File: src/rtl/xcvr_pkg.sv
package xcvr_pkg;

    localparam int XCVR_WIDTH = 8;
    localparam int XCVR_DIRS  = 2;
    localparam int PATH_AB    = 0;
    localparam int PATH_BA    = 1;

    typedef enum logic [1:0] {
        XM_ISOLATE = 2'd0,
        XM_DRIVE_B = 2'd1,
        XM_DRIVE_A = 2'd2
    } xmode_e;

    typedef enum logic {
        SRC_LIVE   = 1'b0,
        SRC_STORED = 1'b1
    } src_e;

    typedef struct packed {
        logic drive_b;
        logic drive_a;
        src_e src_ab;
        src_e src_ba;
    } path_ctrl_t;

    function automatic xmode_e decode_mode(input logic oe_n, input logic dir);
        xmode_e m;
        if (oe_n)     m = XM_ISOLATE;
        else if (dir) m = XM_DRIVE_B;
        else          m = XM_DRIVE_A;
        return m;
    endfunction

    function automatic src_e pick_src(input logic sel);
        return sel ? SRC_STORED : SRC_LIVE;
    endfunction

endpackage

File: src/rtl/xcvr_ctrl_dec.sv
module xcvr_ctrl_dec
    import xcvr_pkg::*;
(
    input  logic       oe_n,
    input  logic       dir,
    input  logic       sel_ab,
    input  logic       sel_ba,
    output path_ctrl_t ctrl
);
    xmode_e mode;

    always_comb begin
        mode         = decode_mode(oe_n, dir);
        ctrl.drive_b = (mode == XM_DRIVE_B);
        ctrl.drive_a = (mode == XM_DRIVE_A);
        ctrl.src_ab  = pick_src(sel_ab);
        ctrl.src_ba  = pick_src(sel_ba);
    end
endmodule

File: src/rtl/xcvr_cap_reg.sv
module xcvr_cap_reg #(
    parameter int W = 8
) (
    input  logic         clk,
    input  logic         rst,
    input  logic         stb,
    input  logic [W-1:0] d,
    output logic [W-1:0] q
);
    logic stb_prev;
    logic load;

    // Previous strobe sample is kept even in reset, so a strobe held high
    // across reset release does not look like a fresh rising change.
    always_ff @(posedge clk) begin
        stb_prev <= stb;
    end

    assign load = stb & ~stb_prev;

    always_ff @(posedge clk) begin
        if (rst)       q <= '0;
        else if (load) q <= d;
    end
endmodule

File: src/rtl/xcvr_port_drv.sv
module xcvr_port_drv
    import xcvr_pkg::*;
#(
    parameter int W = 8
) (
    input  logic         drive,
    input  src_e         src,
    input  logic [W-1:0] live,
    input  logic [W-1:0] stored,
    output logic [W-1:0] out,
    output logic [W-1:0] oe
);
    logic [W-1:0] chosen;

    always_comb begin
        chosen = (src == SRC_STORED) ? stored : live;
        out    = drive ? chosen : '0;
        oe     = {W{drive}};
    end
endmodule

File: src/rtl/bus_xcvr_reg.sv
module bus_xcvr_reg
    import xcvr_pkg::*;
#(
    parameter int W = XCVR_WIDTH
) (
    input  logic         clk,
    input  logic         rst,
    input  logic         oe_n,
    input  logic         dir,
    input  logic         sel_ab,
    input  logic         sel_ba,
    input  logic         stb_ab,
    input  logic         stb_ba,
    input  logic [W-1:0] a_in,
    input  logic [W-1:0] b_in,
    output logic [W-1:0] a_out,
    output logic [W-1:0] a_oe,
    output logic [W-1:0] b_out,
    output logic [W-1:0] b_oe
);
    path_ctrl_t   ctrl;
    logic [W-1:0] src_bus  [XCVR_DIRS];
    logic [W-1:0] held     [XCVR_DIRS];
    logic [W-1:0] drv_out  [XCVR_DIRS];
    logic [W-1:0] drv_oe   [XCVR_DIRS];
    logic         stb      [XCVR_DIRS];
    logic         drive    [XCVR_DIRS];
    src_e         src      [XCVR_DIRS];

    xcvr_ctrl_dec u_dec (
        .oe_n   (oe_n),
        .dir    (dir),
        .sel_ab (sel_ab),
        .sel_ba (sel_ba),
        .ctrl   (ctrl)
    );

    // Path 0 carries A to B, path 1 carries B to A.
    assign src_bus[PATH_AB] = a_in;
    assign src_bus[PATH_BA] = b_in;
    assign stb[PATH_AB]     = stb_ab;
    assign stb[PATH_BA]     = stb_ba;
    assign drive[PATH_AB]   = ctrl.drive_b;
    assign drive[PATH_BA]   = ctrl.drive_a;
    assign src[PATH_AB]     = ctrl.src_ab;
    assign src[PATH_BA]     = ctrl.src_ba;

    for (genvar g = 0; g < XCVR_DIRS; g++) begin : g_path
        xcvr_cap_reg #(.W(W)) u_reg (
            .clk (clk),
            .rst (rst),
            .stb (stb[g]),
            .d   (src_bus[g]),
            .q   (held[g])
        );

        xcvr_port_drv #(.W(W)) u_drv (
            .drive  (drive[g]),
            .src    (src[g]),
            .live   (src_bus[g]),
            .stored (held[g]),
            .out    (drv_out[g]),
            .oe     (drv_oe[g])
        );
    end

    assign b_out = drv_out[PATH_AB];
    assign b_oe  = drv_oe[PATH_AB];
    assign a_out = drv_out[PATH_BA];
    assign a_oe  = drv_oe[PATH_BA];
endmodule

File: config.mk
export PLATFORM = sky130hd
export DESIGN_NAME = bus_xcvr_reg
export DESIGN_NICKNAME = d
export VERILOG_FILES = /design/src/rtl/xcvr_pkg.sv /design/src/rtl/xcvr_ctrl_dec.sv /design/src/rtl/xcvr_cap_reg.sv /design/src/rtl/xcvr_port_drv.sv /design/src/rtl/bus_xcvr_reg.sv
export SDC_FILE = /design/constraint.sdc
export NUM_CORES = 1
export LEC_CHECK = 0
export ABC_CLOCK_PERIOD_IN_PS = 800
export BUFFER_PORTS_ARGS = -buffer_cell sky130_fd_sc_hd__buf_4
export CAP_MARGIN = 20
export CORE_MARGIN = 5
export CORE_UTILIZATION = 41
export CTS_CLUSTER_DIAMETER = 100
export DETAILED_ROUTE_END_ITERATION = 10
export GPL_TIMING_DRIVEN = 0
export PLACE_DENSITY_LB_ADDON = 0.05
export REMOVE_ABC_BUFFERS = 1
export SYNTH_ARGS = -nofsm -noshare
export SYNTH_HDL_FRONTEND = slang
export SYNTH_SLANG_ARGS = --single-unit
File: constraint.sdc
create_clock -name clk -period 0.8 [get_ports clk]
set_input_delay 0.04 -clock clk [delete_from_list [all_inputs] [get_ports clk]]
set_output_delay 0.04 -clock clk [all_outputs]
set_load 0.01 [all_outputs]
[Yosys cells after proc, flatten, opt, wreduce, memory -nomap -nowiden]
Index checks and enable logic that the tools add are counted.
Storage, ports and cells
  register bits: 18
  bits in latches: 0
  memory bits (writable): 0
  ROM bits: 0
  bits of input ports: 24
  output and inout port bits: 32
  logic and storage cells: 18
  memories: 0
Operators by class
  $add $sub $neg: 0
  multipliers: 0
  div/mod/pow operators: 0
  magnitude comparators: 0
  equal/unequal tests: 2
  shift operators: 0
  mux-type cells: 8
  bitwise logic cells: 4
  reductions and logical operators: 0
Operator list (number)
  8-bit two-way mux: 4
  2-bit two-way mux: 2
  1-bit bitwise AND: 2
  2-bit by 1-bit equality test with 1-bit output (second input constant): 1
  2-bit equality test (second input constant): 1
  1-bit two-way mux: 2
  1-bit inverter: 2

[Logic depth before layout (Yosys ltp)]
Gate-level depths: netlist of run 1.
  depth in word-level cells: 4
  gate-level depth with buffers: 4
  gate-level depth less buffers: 2

[By module]
Synthesis of run 1 repeated with hierarchy kept, for this count alone.
Unflattened totals
  cells, all modules: 124
  area, all modules: 1193.6 µm²
By module, submodules not included
  xcvr_cap_reg: instances 2, cells an instance 35, area an instance 379.1 µm², sequential area each 180.2 µm²
  xcvr_port_drv: instances 2, cells an instance 25, area an instance 201.4 µm², sequential area each 0.0 µm²
  xcvr_ctrl_dec: instances 1, cells an instance 4, area an instance 32.5 µm², sequential area each 0.0 µm²

[Worst setup path before layout of run 1]
No wires, ideal clock.
  path kind: reg-to-reg
  start: register g_path[0].u_reg.stb_prev
  end: register g_path[0].u_reg.q[0]
  setup time: 117 ps
  arrival: 722 ps
  required time: 683 ps
  slack: -39 ps
  cell stages (with the launch flop): 3
  buffers on the path: 0
  clock period less this slack: 839 ps
  cell sequence: dfxtp_1 and2b_4 o21ai_2
On the way
  cells in the longest elaborated chain, start to end: 2
Ends and longest elaborated chain
  from (decl): line xcvr_cap_reg.sv:10  | logic stb_prev;
  from (signal assigned): line xcvr_cap_reg.sv:16  | stb_prev <= stb;
  1-bit inverter: line xcvr_cap_reg.sv:19  | assign load = stb & ~stb_prev;
  1-bit bitwise AND: line xcvr_cap_reg.sv:19
  to (signal assigned): line xcvr_cap_reg.sv:22  | if (rst) q <= '0;
  to (signal assigned): line xcvr_cap_reg.sv:23  | else if (load) q <= d;
  to (decl): line xcvr_cap_reg.sv:8  | output logic [W-1:0] q
Every way passes these cells.
A chain may end at the register's enable or synchronous reset.

[Final worst setup path of run 1]
  start: register g_path[0].u_reg.q[6]
  end: output port b_out[6]
On the way
  cells in the longest elaborated chain, start to end: 2
Ends and longest elaborated chain
  8-bit two-way mux: line xcvr_port_drv.sv:16  | chosen = (src == SRC_STORED) ? stored : live;
  8-bit two-way mux: line xcvr_port_drv.sv:17  | out = drive ? chosen : '0;
  to (decl): line bus_xcvr_reg.sv:18  | output logic [W-1:0] b_out,
Every way passes these cells.

==> qor.yml, run 1 <==
timing:
  drv_slew: 0
  tightest_slew_ns: 0.2457
  setup_slack_ns: -0.2034
  skew_ns: 0.007631
  setup_viol: 32
  slew_headroom_pct: 83.62
  fin_crit_ns: 1.003
  finalHoldViolations: 0
  max_freq_ghz: 0.9966
  period_share_pct: 125.4
  rsz0062_at_grt: "yes"
floorplanning:
  rows: 19
  pin_count: 56
  die_h_um: 63.99
  die-area_mm2: 0.004094
  core_mm2: 0.002781
  die_w_um: 63.99
  start_util_pct: 42.96
synth:
  syn_area_mm2: 0.001195
  synthCells: 127
  ys_seq_elements: 18
  synthSimpleGateAreaFrac_pct: 31.20
  synth.avg_cell_area_um2: 9.409
  ys_warn_count: 0
  ys_seq_area_share_pct: 30.16
  ys_types: 12
  synth_compound_area_share_pct: 11.73
  yosys-mux-area-fraction_pct: 13.40
  synthAdderAreaFrac_pct: 0
  synth_top_family_by_area: "simple AND/OR/NAND/NOR gates"
  synth-xor-area-share_pct: 0
min_path:
  hold_path_startpoint: "b_in[1]"
  worstHoldPathType: "input pin to register"
  min_to: "g_path[1].u_reg.q[1]$_SDFFE_PP0P_"
  whs_path_depth: 3
global_routing:
  grt_first_pass_wirelength_mm: 4.767
  gr-usage-all-layers_pct: 14.07
  antenna_found_initial: 0
  grt_max_degree: 33
  grt-ovfl-total: 0
  grt_pass1_vias: 1058
cts:
  htree_levels: 1
  path_clk_slew_ns: 0.11
  cts_buffers: 3
  root_buffer: "clkbuf_4"
  cts_tree: "yes"
  clk-insertion-delay-late_ns: 0.29
  cts_buffer_depth: 2
  cts.sinks: 18
detailed_routing:
  wl_mm: 2.868
  drtIter0Drc: 22
  drc_errors: 0
  via_count: 1020
  detail-route-antenna-nets: 0
  vias_per_cell: 5.100
  dr.pass1.iters: 3
  post_drt_wl_per_cell_um: 14.34
setup_path:
  r2r_slack_ns: -0.08
  worstPathCellList: "mux2i_1 -> nor2_1 -> buf_4"
  setup.worst_path.class: "register to output pin"
  critPathLaunchType: "register"
  cpLargestDelayFamily: "flip-flops"
  worst-path-buf-inv: 1
  cp.required_ns: 0.76
  reg2reg_to: "g_path[0].u_reg.q[6]$_SDFFE_PP0P_"
  r2r_cells: 2
  critPathArrivalTime_ns: 0.96
  crit_path_top_delay_cell: "dfxtp_2"
  slowest_delay_ns: 0.33
  rr_startpoint: "g_path[0].u_reg.stb_prev$_DFF_P_"
  path_max_fanout: 2
  cp-end-kind: "output pin"
placement:
  placement.cell_area_mm2: 0.001493
  placedCellCount: 190
  io_buffers: 55
  hpwl_mm: 2.091
  place_congestion: 0.6923
  pre_cts_ws_ns: -0.1769
final_layout:
  final_nets: 194
  layout_commonest_cell: "buf_4"
  syn2layout_area_growth_pct: 34.66
  diodes: 0
  fin_area_mm2: 0.001609
  drive_above_1_share_pct: 58.58
  final_cells: 200
  fillers: 265
power:
  p_leak_nw: 0.7362
  irDropWorstVdd_mv: 1.029
  p_per_area_mw_per_mm2: 1293
  power_mw: 2.080
run_status:
  status: "finished, violations left"
  violations: "setup timing"
run:
  cap_violations: 0
==> registers in the layout, indices dropped and copies added, names as in the netlist <==
register / cells
g_path.u_reg.stb_prev: 2
g_path.u_reg.q: 16
==> stage by stage <==
stage | utilization [%] | hold slack (ns) | TNS (ns)
floorplan | - | 0.06772 | -1.593
global placement | 53.67 | 0.2361 | -3.978
detailed placement | 53.67 | 0.2291 | -4.502
CTS | 57.13 | 0.01384 | -5.420
global route | 57.85 | 0.01451 | -5.730
finish | 57.85 | 0.02535 | -4.062
==> report_power, final <==
part | total [mW] | leakage, nW | switching (mW) | internal (mW)
Sequential | 0.967 | 0.154 | 0.0232 | 0.944
Clock | 0.564 | 0.0210 | 0.287 | 0.277
Combinational | 0.549 | 0.562 | 0.249 | 0.301
==> worst max-delay path by stage <==
stage               cells past startpoint                              start  slack (ns)                                 to
finish                                  3  g_path[0].u_reg.q[6]$_SDFFE_PP0P_       -0.20                           b_out[6]
global route                            3  g_path[1].u_reg.q[0]$_SDFFE_PP0P_       -0.29                           a_out[0]
CTS                                     3  g_path[1].u_reg.q[3]$_SDFFE_PP0P_       -0.23                           a_out[3]
detailed placement                      2   g_path[1].u_reg.stb_prev$_DFF_P_       -0.18  g_path[1].u_reg.q[6]$_SDFFE_PP0P_
global placement                        2   g_path[1].u_reg.stb_prev$_DFF_P_       -0.15  g_path[1].u_reg.q[5]$_SDFFE_PP0P_
floorplan                               2                               oe_n       -0.09                            a_oe[0]
==> worst reg2reg max path, stage by stage (launching register included) <==
cell and delay, ns:
dfxtp_4 0.37, and2b_4 0.35, o21ai_2 0.07
==> metal layers <==
metal  global-route usage, %  wire [µm]
met1                   17.47       1304
met2                   23.37       1346
met3                   3.327        198
met4                   5.455         19
met5                       0          0
==> cell usage after synthesis <==
| library cell | instances | area, µm² |
|---|---|---|
| mux2i_1 | 16 | 160.2 |
| or2_1 | 1 | 6.260 |
| dfxtp_1 | 18 | 360.4 |
| nor2_1 | 16 | 60.06 |
| nand4bb_1 | 16 | 180.2 |
| clkbuf_1 | 3 | 11.26 |
| o21ai_2 | 16 | 140.1 |
| nand2b_1 | 17 | 106.4 |
| buf_2 | 3 | 15.01 |
| buf_4 | 17 | 127.6 |
| and2b_4 | 2 | 20.02 |
| inv_1 | 2 | 7.510 |
==> cells by family (layout without fill, tap and decap cells) <==
logic type / after synthesis / in the layout
AO/OA/AOI/OAI: 16 / 16
AND/OR/NAND/NOR: 52 / 52
buffers and inverters: 25 / 67
multiplexers: 16 / 16
flip-flops: 18 / 18
==> area by class of cell <==
class,instances,area (µm²),share of cell area [%]
clock buffers,4,36.28,2.255
flip-flops and latches,18,382.9,23.79
inverters,2,10.01,0.6221
multi-input cells,84,678.2,42.15
well taps,31,38.79,2.411
repair buffers,61,462.9,28.77
==> repair_timing <==
action,in CTS,in global routing
buffers inserted,4,0
endpoints found under the setup margin,48,48
hold buffers,2,0
hold endpoints to repair,2,0
pin swaps,16,2
gates resized for setup,6,15
No activity file was read; power rests on OpenSTA's default activity.
==> run 2: changes to the inputs <==
--- a/config.mk
+++ b/config.mk
@@ -5,11 +5,12 @@
 export SDC_FILE = /design/constraint.sdc
 export NUM_CORES = 1
 export LEC_CHECK = 0
+export ABC_AREA = 1
 export ABC_CLOCK_PERIOD_IN_PS = 800
 export BUFFER_PORTS_ARGS = -buffer_cell sky130_fd_sc_hd__buf_4
 export CAP_MARGIN = 20
 export CORE_MARGIN = 5
-export CORE_UTILIZATION = 41
+export CORE_UTILIZATION = 40
 export CTS_CLUSTER_DIAMETER = 100
 export DETAILED_ROUTE_END_ITERATION = 10
 export GPL_TIMING_DRIVEN = 0
==> run 2 against run 1 <==
Net effect:
- the flow still finishes with violations (setup timing)
- sequential share of layout area rose by 1.2 points
- hold slack better by 0.043 ns
- utilization decreased by 0.56 points
- clock power is 22% lower
- synthesized area shrank 6.7%
- via count up 18%
- clock skew decreased by 0.0071 ns
- cell count is 26% higher
- first-iteration DRC count rose by 130%
- critical path type unchanged
- largest cell class unchanged
- largest power group unchanged
==> qor.yml, run 2 <==
detailed_routing:
  drc_errors: 0
  via_count: 1206
  met3_length_um: 217
  met2_length_mm: 1.463
  vias_per_cell: 4.786
  detail-route-antenna-nets: 0
  post_drt_wl_per_cell_um: 11.94
  drtIter0Drc: 51
  dr.pass1.iters: 4
  wl_mm: 3.010
  met1_length_mm: 1.301
  highest_layer: "met4"
setup_path:
  path_max_fanout: 2
  setup.worst_path.class: "register to output pin"
  reg2reg_to: "g_path[1].u_reg.q[6]$_SDFFE_PP0P_"
  cpLargestDelayFamily: "flip-flops"
  crit_path_end: "b_out[7]"
  r2r_slack_ns: -0.03
  worst-path-buf-inv: 1
  crit_path_top_delay_cell: "dfxtp_2"
  slowest_delay_ns: 0.35
  rr_startpoint: "g_path[1].u_reg.stb_prev$_DFF_P_"
  crit_cells: 3
  crit_path_start: "g_path[0].u_reg.q[7]$_SDFFE_PP0P_"
  cp.required_ns: 0.76
  critPathArrivalTime_ns: 0.96
  r2r_cells: 3
  worstPathCellList: "nand2_1 -> a21oi_1 -> buf_4"
  critPathLaunchType: "register"
  cp-end-kind: "output pin"
placement:
  io_buffers: 55
  place_congestion: 0.7537
  hpwl_mm: 2.165
  placement.cell_area_mm2: 0.001404
floorplanning:
  start_util_pct: 41.14
  core_mm2: 0.002710
  rows: 19
  die_w_um: 62.79
  pin_count: 56
  die_h_um: 62.79
  die-area_mm2: 0.003943
power:
  p_sw_uw: 609.5
  internal-power_mw: 1.397
  p_per_area_mw_per_mm2: 1292
  clock_power_share_pct: 21.9
  seq_power_share_pct: 49.9
  p_leak_nw: 0.8101
  swShare_pct: 30.37
  irDropWorstVdd_mv: 0.9521
  comb_power_share_pct: 28.2
final_layout:
  fin_area_mm2: 0.001553
  layout_commonest_cell: "buf_4"
  largest_reg_flops: 16
  fillers: 280
  syn2layout_area_growth_pct: 39.28
  regMostFlops: "g_path.u_reg.q"
  final_cell_mix: "buf_4 (55), nand2_1 (41), nor2_1 (29), inv_1 (21)"
  diodes: 0
  drive_above_1_share_pct: 48.42
  reg.largest.list: "g_path.u_reg.q: 16 flops, g_path.u_reg.stb_prev: 2 flops"
  final_nets: 247
synth:
  yosys.area.top_type_share_pct: 32.32
  yosysMostFrequentCell: "nand2_1"
  synthFlopType: "dfxtp_1"
  synth_async_sr_flop_share_pct: 0
  synth_edf_count: 0
  ys_seq_area_share_pct: 32.32
  syn_area_mm2: 0.001115
  ys_seq_elements: 18
  synth.avg_cell_area_um2: 6.125
  yosysTopAreaCell: "dfxtp_1"
  synth_common_cells: "nand2_1 (50), nor2_1 (32), inv_1 (25)"
  synthTopCellsByArea: "dfxtp_1 (32%), nand2_1 (17%), buf_4 (12%)"
  ys_types: 11
  synthCells: 182
  ys_warn_count: 0
timing:
  holdWs_ns: 0.06861
  finalHoldViolations: 0
  period_share_pct: 125.3
  fin_crit_ns: 1.002
  setup_slack_ns: -0.2022
  slew_headroom_pct: 64.11
  setup_viol: 25
  max_freq_ghz: 0.9978
  rsz0062_at_grt: "yes"
  drv_slew: 0
  skew_ns: 0.0005110
  tightest_slew_ns: 0.5378
cts:
  root_buffer: "clkbuf_4"
  cts_tree: "yes"
  cts_buffer_depth: 2
  path_clk_slew_ns: 0.10
  cts.sinks: 18
  htree_levels: 1
  cts_buffers: 3
  clk-insertion-delay-late_ns: 0.29
  cts_setup_buffers: 0
global_routing:
  grt_pass1_vias: 1172
  antenna_found_initial: 0
  gr-usage-all-layers_pct: 15.45
  grt_max_degree: 17
  grt_first_pass_wirelength_mm: 5.140
  grt-ovfl-total: 0
min_path:
  worstHoldPathType: "input pin to register"
run_status:
  violations: "setup timing"
  status: "finished, violations left"
run:
  cap_violations: 0
run 2: how the worst min path moves through the flow:
stage	start	end	depth (start not counted)
6_report	a_in[7]	g_path[0].u_reg.q[7]$_SDFFE_PP0P_	5
5_1_grt	a_in[0]	g_path[0].u_reg.q[0]$_SDFFE_PP0P_	5
2_1_floorplan	stb_ab	g_path[0].u_reg.stb_prev$_DFF_P_	0
3_3_place_gp	stb_ba	g_path[1].u_reg.stb_prev$_DFF_P_	1
3_5_place_dp	stb_ba	g_path[1].u_reg.stb_prev$_DFF_P_	1
4_1_cts	a_in[2]	g_path[0].u_reg.q[2]$_SDFFE_PP0P_	5
run 2: worst reg2reg max path: stages (launching register included):
cell	delay, ns
dfxtp_4	0.37
nor2_4	0.23
nor2_1	0.08
nor2_1	0.08
run 2: through the flow:
step / worst slack, ns / cells / TNS, ns / power, mW / util, %
floorplan: 0.02010 / 161 / 0 / 1.248 / -
global placement: -0.07934 / 247 / -1.785 / 1.511 / 51.80
detailed placement: -0.1087 / 247 / -2.831 / 1.529 / 51.80
CTS: -0.1979 / 252 / -3.389 / 2.007 / 54.85
global route: -0.2430 / 252 / -4.658 / 2.130 / 57.29
finish: -0.2022 / 252 / -2.818 / 2.007 / 57.29
run 2: timing repair:
action | in CTS | in global routing
setup endpoints to repair | 48 | 40
pin swaps | 18 | 21
gates resized for setup | 27 | 23
hold buffers | 2 | 0
endpoints found under the hold margin | 2 | 0
run 2: cells by family after synthesis:
kind of cell | after synthesis | share of synthesized area, %
and+or+nand+nor | 100 | 36.81
buffers and inverters | 48 | 23.68
DFF | 18 | 32.32
AOI/OAI and AO/OA | 16 | 7.183
run 2: power by group through the flow:
stage                     Clock [mW]  Sequential [mW]  Combinational [mW]
after CTS                      0.466            0.997               0.544
after global routing           0.487             1.01               0.633
after global placement             0             1.00               0.508
final                          0.439             1.00               0.566
after detailed placement           0             1.01               0.523
after floorplan                    0             1.00               0.247
run 2: metal layers:
| layer | vias to the layer above | GRT usage, % |
|---|---|---|
| li1 | 614 | - |
| met1 | 549 | 18.36 |
| met2 | 39 | 27.20 |
| met3 | 4 | 4.676 |
| met4 | 0 | 3.183 |
| met5 | - | 0 |
run 2: cell type report:
| type | count | area, µm² | area share (%) |
|---|---|---|---|
| inverters | 27 | 108.9 | 7.010 |
| well taps | 31 | 38.79 | 2.498 |
| repair buffers | 57 | 432.9 | 27.88 |
| flip-flops and latches | 18 | 387.9 | 24.98 |
| clock buffers | 3 | 22.52 | 1.450 |
| multi-input cells | 116 | 561.8 | 36.18 |
